--- src/rtl/acd_pkg.sv ---
package acd_pkg;
  // limit a requested high index to the last count of the period
  function automatic int unsigned clamp_hi(int unsigned hi, int unsigned lim);
    return (hi > lim) ? lim : hi;
  endfunction
endpackage

--- src/rtl/acd_period_ctr.sv ---
module acd_period_ctr #(
  parameter int DIV_W = 4
) (
  input  logic             clk,
  input  logic             rst,
  input  logic [DIV_W-1:0] div_in,
  input  logic [DIV_W-1:0] hi_in,
  output logic [DIV_W-1:0] cnt,
  output logic [DIV_W-1:0] cur_div,
  output logic [DIV_W-1:0] cur_hi,
  output logic             idle,
  output logic             at_end,
  output logic             start,
  output logic             stop
);
  logic reload;

  always_comb begin
    idle   = (cur_div == '0);
    at_end = !idle && (cnt == cur_div);
    reload = idle || at_end;
    start  = reload && (div_in != '0);
    stop   = at_end && (div_in == '0);
  end

  always_ff @(posedge clk) begin
    if (rst) begin
      cur_div <= '0;
      cur_hi  <= '0;
      cnt     <= '0;
    end else if (reload) begin
      cur_div <= div_in;
      cur_hi  <= hi_in;
      cnt     <= '0;
    end else begin
      cnt <= cnt + 1'b1;
    end
  end

  // the count never passes the last index of the period
  assert_cnt_bound_R4: assert property (@(posedge clk) disable iff (rst)
    cnt <= cur_div);
  // the ratio in use holds between boundaries
  assert_ratio_hold_R8: assert property (@(posedge clk) disable iff (rst)
    (!idle && !at_end) |=> $stable(cur_div) && $stable(cur_hi));
endmodule

--- src/rtl/acd_high_sel.sv ---
module acd_high_sel #(
  parameter int DIV_W         = 4,
  parameter bit HAS_HIGH_TIME = 1'b1
) (
  input  logic             clk,
  input  logic             rst,
  input  logic [DIV_W-1:0] cur_div,
  input  logic [DIV_W-1:0] cur_hi,
  output logic [DIV_W-1:0] hi_last
);
  localparam int EXT_W = DIV_W + 1;

  generate
    if (HAS_HIGH_TIME) begin : g_frame
      always_comb
        hi_last = DIV_W'(acd_pkg::clamp_hi(int'(cur_hi), int'(cur_div)));
    end else begin : g_half
      logic [EXT_W-1:0] half_len;
      always_comb begin
        half_len = ({1'b0, cur_div} + 1'b1) >> 1;
        hi_last  = (cur_div == '0) ? '0 : DIV_W'(half_len - 1'b1);
      end
    end
  endgenerate

  // the last high index never lies beyond the period
  assert_hi_clamp_R6: assert property (@(posedge clk) disable iff (rst)
    hi_last <= cur_div);
endmodule

--- src/rtl/audio_clk_div.sv ---
module audio_clk_div #(
  parameter int DIV_W         = 4,
  parameter bit HAS_HIGH_TIME = 1'b1
) (
  input  logic             clk,
  input  logic             rst,
  input  logic [DIV_W-1:0] div_val,
  input  logic [DIV_W-1:0] high_val,
  output logic             clk_out,
  output logic             running
);
  localparam int EXT_W = DIV_W + 1;

  logic [DIV_W-1:0] cnt, cur_div, cur_hi, hi_last;
  logic             idle, at_end, start, stop;
  logic [EXT_W-1:0] next_idx;

  acd_period_ctr #(.DIV_W(DIV_W)) u_ctr (
    .clk(clk), .rst(rst), .div_in(div_val), .hi_in(high_val),
    .cnt(cnt), .cur_div(cur_div), .cur_hi(cur_hi),
    .idle(idle), .at_end(at_end), .start(start), .stop(stop)
  );

  acd_high_sel #(.DIV_W(DIV_W), .HAS_HIGH_TIME(HAS_HIGH_TIME)) u_hi (
    .clk(clk), .rst(rst), .cur_div(cur_div), .cur_hi(cur_hi),
    .hi_last(hi_last)
  );

  assign next_idx = {1'b0, cnt} + 1'b1;
  assign running  = !idle;

  always_ff @(posedge clk) begin
    if (rst)                clk_out <= 1'b0;
    else if (start)         clk_out <= 1'b1;
    else if (stop || idle)  clk_out <= 1'b0;
    else                    clk_out <= (next_idx <= {1'b0, hi_last});
  end

  // no pulse while stopped
  assert_idle_low_R2: assert property (@(posedge clk) disable iff (rst)
    !running |-> !clk_out);
  // a nonzero ratio seen while stopped starts a high phase at once
  assert_start_high_R3: assert property (@(posedge clk) disable iff (rst)
    (!running && div_val != '0) |=> (clk_out && running));
  // every period opens high
  assert_period_open_R3: assert property (@(posedge clk) disable iff (rst)
    (running && cnt == '0) |-> clk_out);
  // a zero ratio at a boundary stops the block
  assert_stop_at_end_R9: assert property (@(posedge clk) disable iff (rst)
    (at_end && div_val == '0) |=> (!running && !clk_out));
endmodule

--- config.mk ---
export PLATFORM = sky130hd
export DESIGN_NAME = audio_clk_div
export DESIGN_NICKNAME = d
export VERILOG_FILES = /design/src/rtl/acd_pkg.sv /design/src/rtl/acd_period_ctr.sv /design/src/rtl/acd_high_sel.sv /design/src/rtl/audio_clk_div.sv
export SDC_FILE = /design/constraint.sdc
export NUM_CORES = 1
export LEC_CHECK = 0
export ABC_AREA = 1
export BUFFER_PORTS_ARGS = -buffer_cell sky130_fd_sc_hd__buf_4
export CAP_MARGIN = 20
export CORE_UTILIZATION = 56
export DETAILED_ROUTE_END_ITERATION = 8
export GPL_TIMING_DRIVEN = 0
export PLACE_DENSITY_LB_ADDON = 0.08
export SETUP_SLACK_MARGIN = 0.15
export SYNTH_ARGS = -nofsm -noshare
export SYNTH_HDL_FRONTEND = slang
export SYNTH_HIERARCHICAL = 1
export SYNTH_SLANG_ARGS = --single-unit
--- constraint.sdc ---
create_clock -name clk -period 2.75 [get_ports clk]
set_input_delay 0.1375 -clock clk [delete_from_list [all_inputs] [get_ports clk]]
set_output_delay 0.1375 -clock clk [all_outputs]
set_load 0.05 [all_outputs]
==> flow_metrics.py, run 1 <==
metrics = {
    "clock_network": {
        "cts_resized": 0,
        "cts_made_buffers": 3,
        "cts_tree": "done",
        "cts_buffer_depth": 2,
        "htree_num_levels": 1,
        "post_cts_buffers": 0,
        "clock_latency_ns": 0.27,
        "clk_pin_slew_worst_paths_ns": 0.07,
        "ctsHoldBuffers": 0,
        "clock_sinks": 13,
        "clockRootBuffer": "clkbuf_4",
    },
    "layout": {
        "layout_common_cells": "nand2_1 (40), inv_1 (26), nand3_1 (15)",
        "layout-drive-gt1-share": 0.199,
        "fin_nets": 192,
        "syn_to_final_growth_pct": 13.8,
        "final_core_util": 0.678,
        "final_common_cell": "nand2_1",
        "antenna_cells": 0,
    },
    "setup_path": {
        "start_kind": "flop",
        "crit_required_ns": 2.92,
        "crit_type": "flop to flop",
        "max_stage_delay_ns": 0.42,
        "cp-end-kind": "flop",
        "cp_slowest_cell": "dfxtp_1",
        "cp_common_cell": "nand2_1",
        "cp_cell_sequence": "inv_1 -> ha_1 -> nand2_1 -> nand2_1 -> nand2_1 -> nand2_2 -> nand2_2 -> nand2_1 -> nand2_1 -> inv_1 -> ha_1 -> nand2_1 -> nor2_1 -> nand3_2 -> nand3_2 -> nand2_1 -> nand2_1 -> a21oi_2",
        "cp_data_arrival_time_ns": 2.40,
        "crit_path_max_fanout": 5,
    },
    "pwr": {
        "p_leak_nw": 0.613,
        "ir_drop_mv": 0.718,
        "power_density_mw_per_mm2": 1300,
    },
    "grt": {
        "track_usage": 0.218,
        "grt_pass1_wl_um": 3220,
        "grt_max_degree": 11,
        "grt_pass1_vias": 793,
        "antenna_found_initial": 0,
        "grt_overflow": 0,
    },
    "placed_design": {
        "io_buffer_count": 11,
        "dpl_worst_slack_ns": 0.507,
        "dpl.hpwl_um": 1490,
        "routabilityCongestion": 0.830,
    },
    "floorplanning": {
        "ioPinCount": 12,
        "die_w_um": 44.6,
        "initial_core_util": 0.596,
        "die-area_mm2": 0.00199,
        "row_count": 15,
        "core_mm2": 0.00171,
        "die_y_um": 44.6,
    },
    "sta": {
        "hold_viol": 0,
        "skew_ns": 0.00356,
        "rsz0062_at_grt": "false",
        "finalCritPeriodShare": 0.812,
        "fin_crit_ns": 2.23,
        "setup_ws_ns": 0.518,
        "final-setup-viol-count": 0,
        "worstMarginPinSlew_ns": 0.305,
        "maxSlewHeadroom": 0.796,
        "fmax_mhz": 448,
        "finalSetupTns_ns": 0,
        "slew_violations": 0,
    },
    "synth": {
        "yosys_warnings": 6,
        "syn_inst": 156,
        "netlist_area_mm2": 0.00102,
        "synthesis.nets": 176,
        "avgSynthCellArea_um2": 6.52,
    },
    "run": {
        "drv_cap": 0,
    },
    "run_status": {
        "status": "completed",
    },
    "route": {
        "first_iter_violations": 23,
        "ant_nets": 0,
        "routedWlPerCell_um": 9.65,
        "drt-total-wl_um": 1890,
        "routed_via_density": 4.80,
        "drc_errors": 0,
        "firstDrtPassIters": 4,
        "vias": 940,
    },
    "min_path": {
        "hold_path_class": "input pin to flop",
    },
}
-- final timing paths --
check | startpoint | to | slack, ns | cells after the start
worst min-delay path | rst | clk_out | 0.06 | 2
worst max register to register | u_ctr/cur_div[1] | clk_out | 0.52 | 18
worst min register to register | u_ctr/cur_hi[3] | u_ctr/cur_hi[3] | 0.58 | 4
worst max-delay path | u_ctr/cur_div[1] | clk_out | 0.52 | 18
-- state kept, by name (all words and copies together), names as in the netlist --
| signal | count |
|---|---|
| u_ctr/cnt | 4 |
| u_ctr/cur_hi | 4 |
| clk_out | 1 |
| u_ctr/cur_div | 4 |
-- layer usage --
| layer | GRT usage | share of wire | up-vias |
|---|---|---|---|
| li1 | - | - | 514 |
| met1 | 0.292 | 0.50 | 408 |
| met2 | 0.356 | 0.47 | 16 |
| met3 | 0.0122 | 0.026 | 2 |
| met4 | 0.109 | 0.0063 | 0 |
| met5 | 0 | 0 | - |
-- power by group --
part	total [mW]	internal (mW)	switching, mW
clock network	0.117	0.0562	0.0606
registers	0.325	0.254	0.0711
logic	1.06	0.404	0.655
-- critical path, delay by kind of cell, from the launching register on --
kind	cells	cell delay, ns
adder cells (fa/ha/maj)	2	0.61
AND/OR/NAND/NOR	13	0.95
flip-flops	1	0.42
buffers and inverters	2	0.11
AO/OA/AOI/OAI	1	0.05
-- per-stage QoR --
step | hold WS [ns] | std cells | power, mW | instance area [um^2]
2_1_floorplan | 0.200 | 156 | 1.18 | 1020
3_3_place_gp | 0.341 | 192 | 1.35 | 1130
3_5_place_dp | 0.347 | 192 | 1.39 | 1130
4_1_cts | 0.0473 | 196 | 1.51 | 1160
5_1_grt | 0.0448 | 196 | 1.69 | 1160
6_report | 0.0637 | 196 | 1.50 | 1160
-- layout make-up --
cell class	count	area (um^2)
sequential	13	260
tap	25	31.3
fill	172	551
multi-input combinational	108	613
clock buffer	4	26.3
inverter	32	120
buffer	3	23.8
timing repair buffer	11	82.6
No activity file was read; power rests on OpenSTA's default activity.
==> inputs of run 2 (changes only) <==
Clock period 2.75 ns to 2.2 ns, I/O delays scaled along.
==> flow_metrics.py, run 2 (synthesized netlist as in run 1, its figures left out) <==
metrics = {
    "setup_path": {
        "cp.depth": 18,
        "crit_path_max_fanout": 5,
        "cp_common_cell": "nand2_2",
        "path_buf_inv": 2,
        "crit_type": "flop to flop",
        "cp_cell_sequence": "ha_1 -> inv_1 -> nand2_2 -> nand2_2 -> nand2_2 -> nand2_4 -> nand2_4 -> nand2_2 -> nand2_2 -> inv_2 -> ha_4 -> nand2_4 -> nor2_4 -> nand3_2 -> nand3_2 -> nand2_2 -> nand2_2 -> a21oi_2",
        "cp_data_arrival_time_ns": 2.19,
        "regToRegStartpoint": "u_ctr/cur_div[0]",
        "crit_required_ns": 2.37,
        "r2r_slack_ns": 0.18,
        "rr_worst_depth": 18,
        "cp-end-kind": "flop",
        "cp_slowest_cell": "dfxtp_1",
        "r2r-end": "clk_out",
        "crit_family": "simple AND/OR/NAND/NOR gates",
        "max_stage_delay_ns": 0.43,
        "start_kind": "flop",
    },
    "min_path": {
        "hold-path-cell-count": 2,
        "hold_start": "rst",
        "min_to": "clk_out",
        "hold_path_class": "input pin to flop",
    },
    "placed_design": {
        "post_dp_cell_area_mm2": 0.00113,
        "routabilityCongestion": 0.830,
        "io_buffer_count": 11,
        "dpl.hpwl_um": 1490,
        "dp_cells": 192,
    },
    "clock_network": {
        "clock_latency_ns": 0.27,
        "cts_made_buffers": 3,
        "cts_buffer_depth": 2,
        "clk_pin_slew_worst_paths_ns": 0.08,
        "clockRootBuffer": "clkbuf_4",
        "ctsHoldBuffers": 0,
        "htree_num_levels": 1,
        "cts_tree": "done",
        "clock_sinks": 13,
    },
    "sta": {
        "hold_ws_ns": 0.0417,
        "finalCritPeriodShare": 0.920,
        "hold_viol": 0,
        "slew_violations": 0,
        "final-setup-viol-count": 0,
        "rsz0062_at_grt": "true",
        "worstMarginPinSlew_ns": 0.304,
        "finalSetupTns_ns": 0,
        "maxSlewHeadroom": 0.797,
        "skew_ns": 0.00258,
        "fmax_mhz": 494,
        "fin_crit_ns": 2.02,
    },
    "floorplanning": {
        "row_count": 15,
        "initial_core_util": 0.596,
        "die_y_um": 44.6,
        "die_w_um": 44.6,
        "die-area_mm2": 0.00199,
        "ioPinCount": 12,
        "core_mm2": 0.00171,
    },
    "run_status": {
        "status": "completed",
    },
    "route": {
        "ant_nets": 0,
        "firstDrtPassIters": 4,
        "vias": 985,
        "drt-total-wl_um": 2270,
        "drc_errors": 0,
        "routedWlPerCell_um": 11.2,
        "first_iter_violations": 12,
        "routed_via_density": 4.88,
    },
    "layout": {
        "layout_common_cells": "nand2_1 (28), inv_1 (19), buf_4 (18)",
        "fin_cells": 202,
        "multi_input_area_um2": 767,
        "final_common_cell": "nand2_1",
        "syn_to_final_growth_pct": 34.7,
        "design_area_mm2": 0.00137,
        "regArea_um2": 272,
        "antenna_cells": 0,
        "layout-drive-gt1-share": 0.435,
        "reg_top3": "u_ctr/cnt x4, u_ctr/cur_div x4, u_ctr/cur_hi x4",
        "fillCellCount": 126,
        "fin_nets": 198,
    },
    "grt": {
        "grt_pass1_vias": 846,
        "grt_max_degree": 11,
        "track_usage": 0.236,
        "grt_pass1_wl_um": 3460,
        "antenna_found_initial": 0,
        "grt_overflow": 0,
    },
    "run": {
        "drv_cap": 0,
    },
}
## run 2: cell types whose count changed in the layout (fill, tap and decap cells not counted), sizes merged
| cell | before | now |
|---|---|---|
| buf | 14 | 20 |
## run 2: worst max path at each step
stage,startpoint,to,slack [ns]
6_report,u_ctr/cur_div[0],clk_out,0.18
5_1_grt,u_ctr/cur_div[3],clk_out,0.10
4_1_cts,u_ctr/cur_div[2],clk_out,0.16
3_5_place_dp,u_ctr/cur_div[1],clk_out,-0.04
3_3_place_gp,u_ctr/cur_div[1],clk_out,0.009
2_1_floorplan,u_ctr/cur_div[3],clk_out,0.19
## run 2: area by class of cell
| class | count | share of cell area |
|---|---|---|
| well taps | 25 | 0.0228 |
| plain buffers | 3 | 0.0174 |
| clock buffers | 4 | 0.0192 |
| flip-flops and latches | 13 | 0.198 |
| repair buffers | 17 | 0.0932 |
| inverters | 32 | 0.0895 |
| multi-input cells | 108 | 0.560 |
## run 2: metrics by stage
step | setup WS, ns | util
finish | 0.176 | 0.802
global route | 0.102 | 0.802
CTS | 0.158 | 0.738
detailed placement | -0.0427 | 0.662
global placement | 0.00861 | 0.662
floorplan | 0.194 | -
## run 2: layer usage
metal	routed length [um]	track usage
met2	1060	0.385
met1	1150	0.314
met4	12	0.121
met3	45	0.0122
met5	0	0
## run 2: what timing repair did
action / CTS / global route
resized for setup: 17 / 27
endpoints found under the setup margin: 1 / 1
pin swaps: 12 / 19
buffers inserted: 3 / 3
Power of run 2 is not shown: default switching activity piles up to over one toggle a cycle in this logic, so the estimate is an artifact.
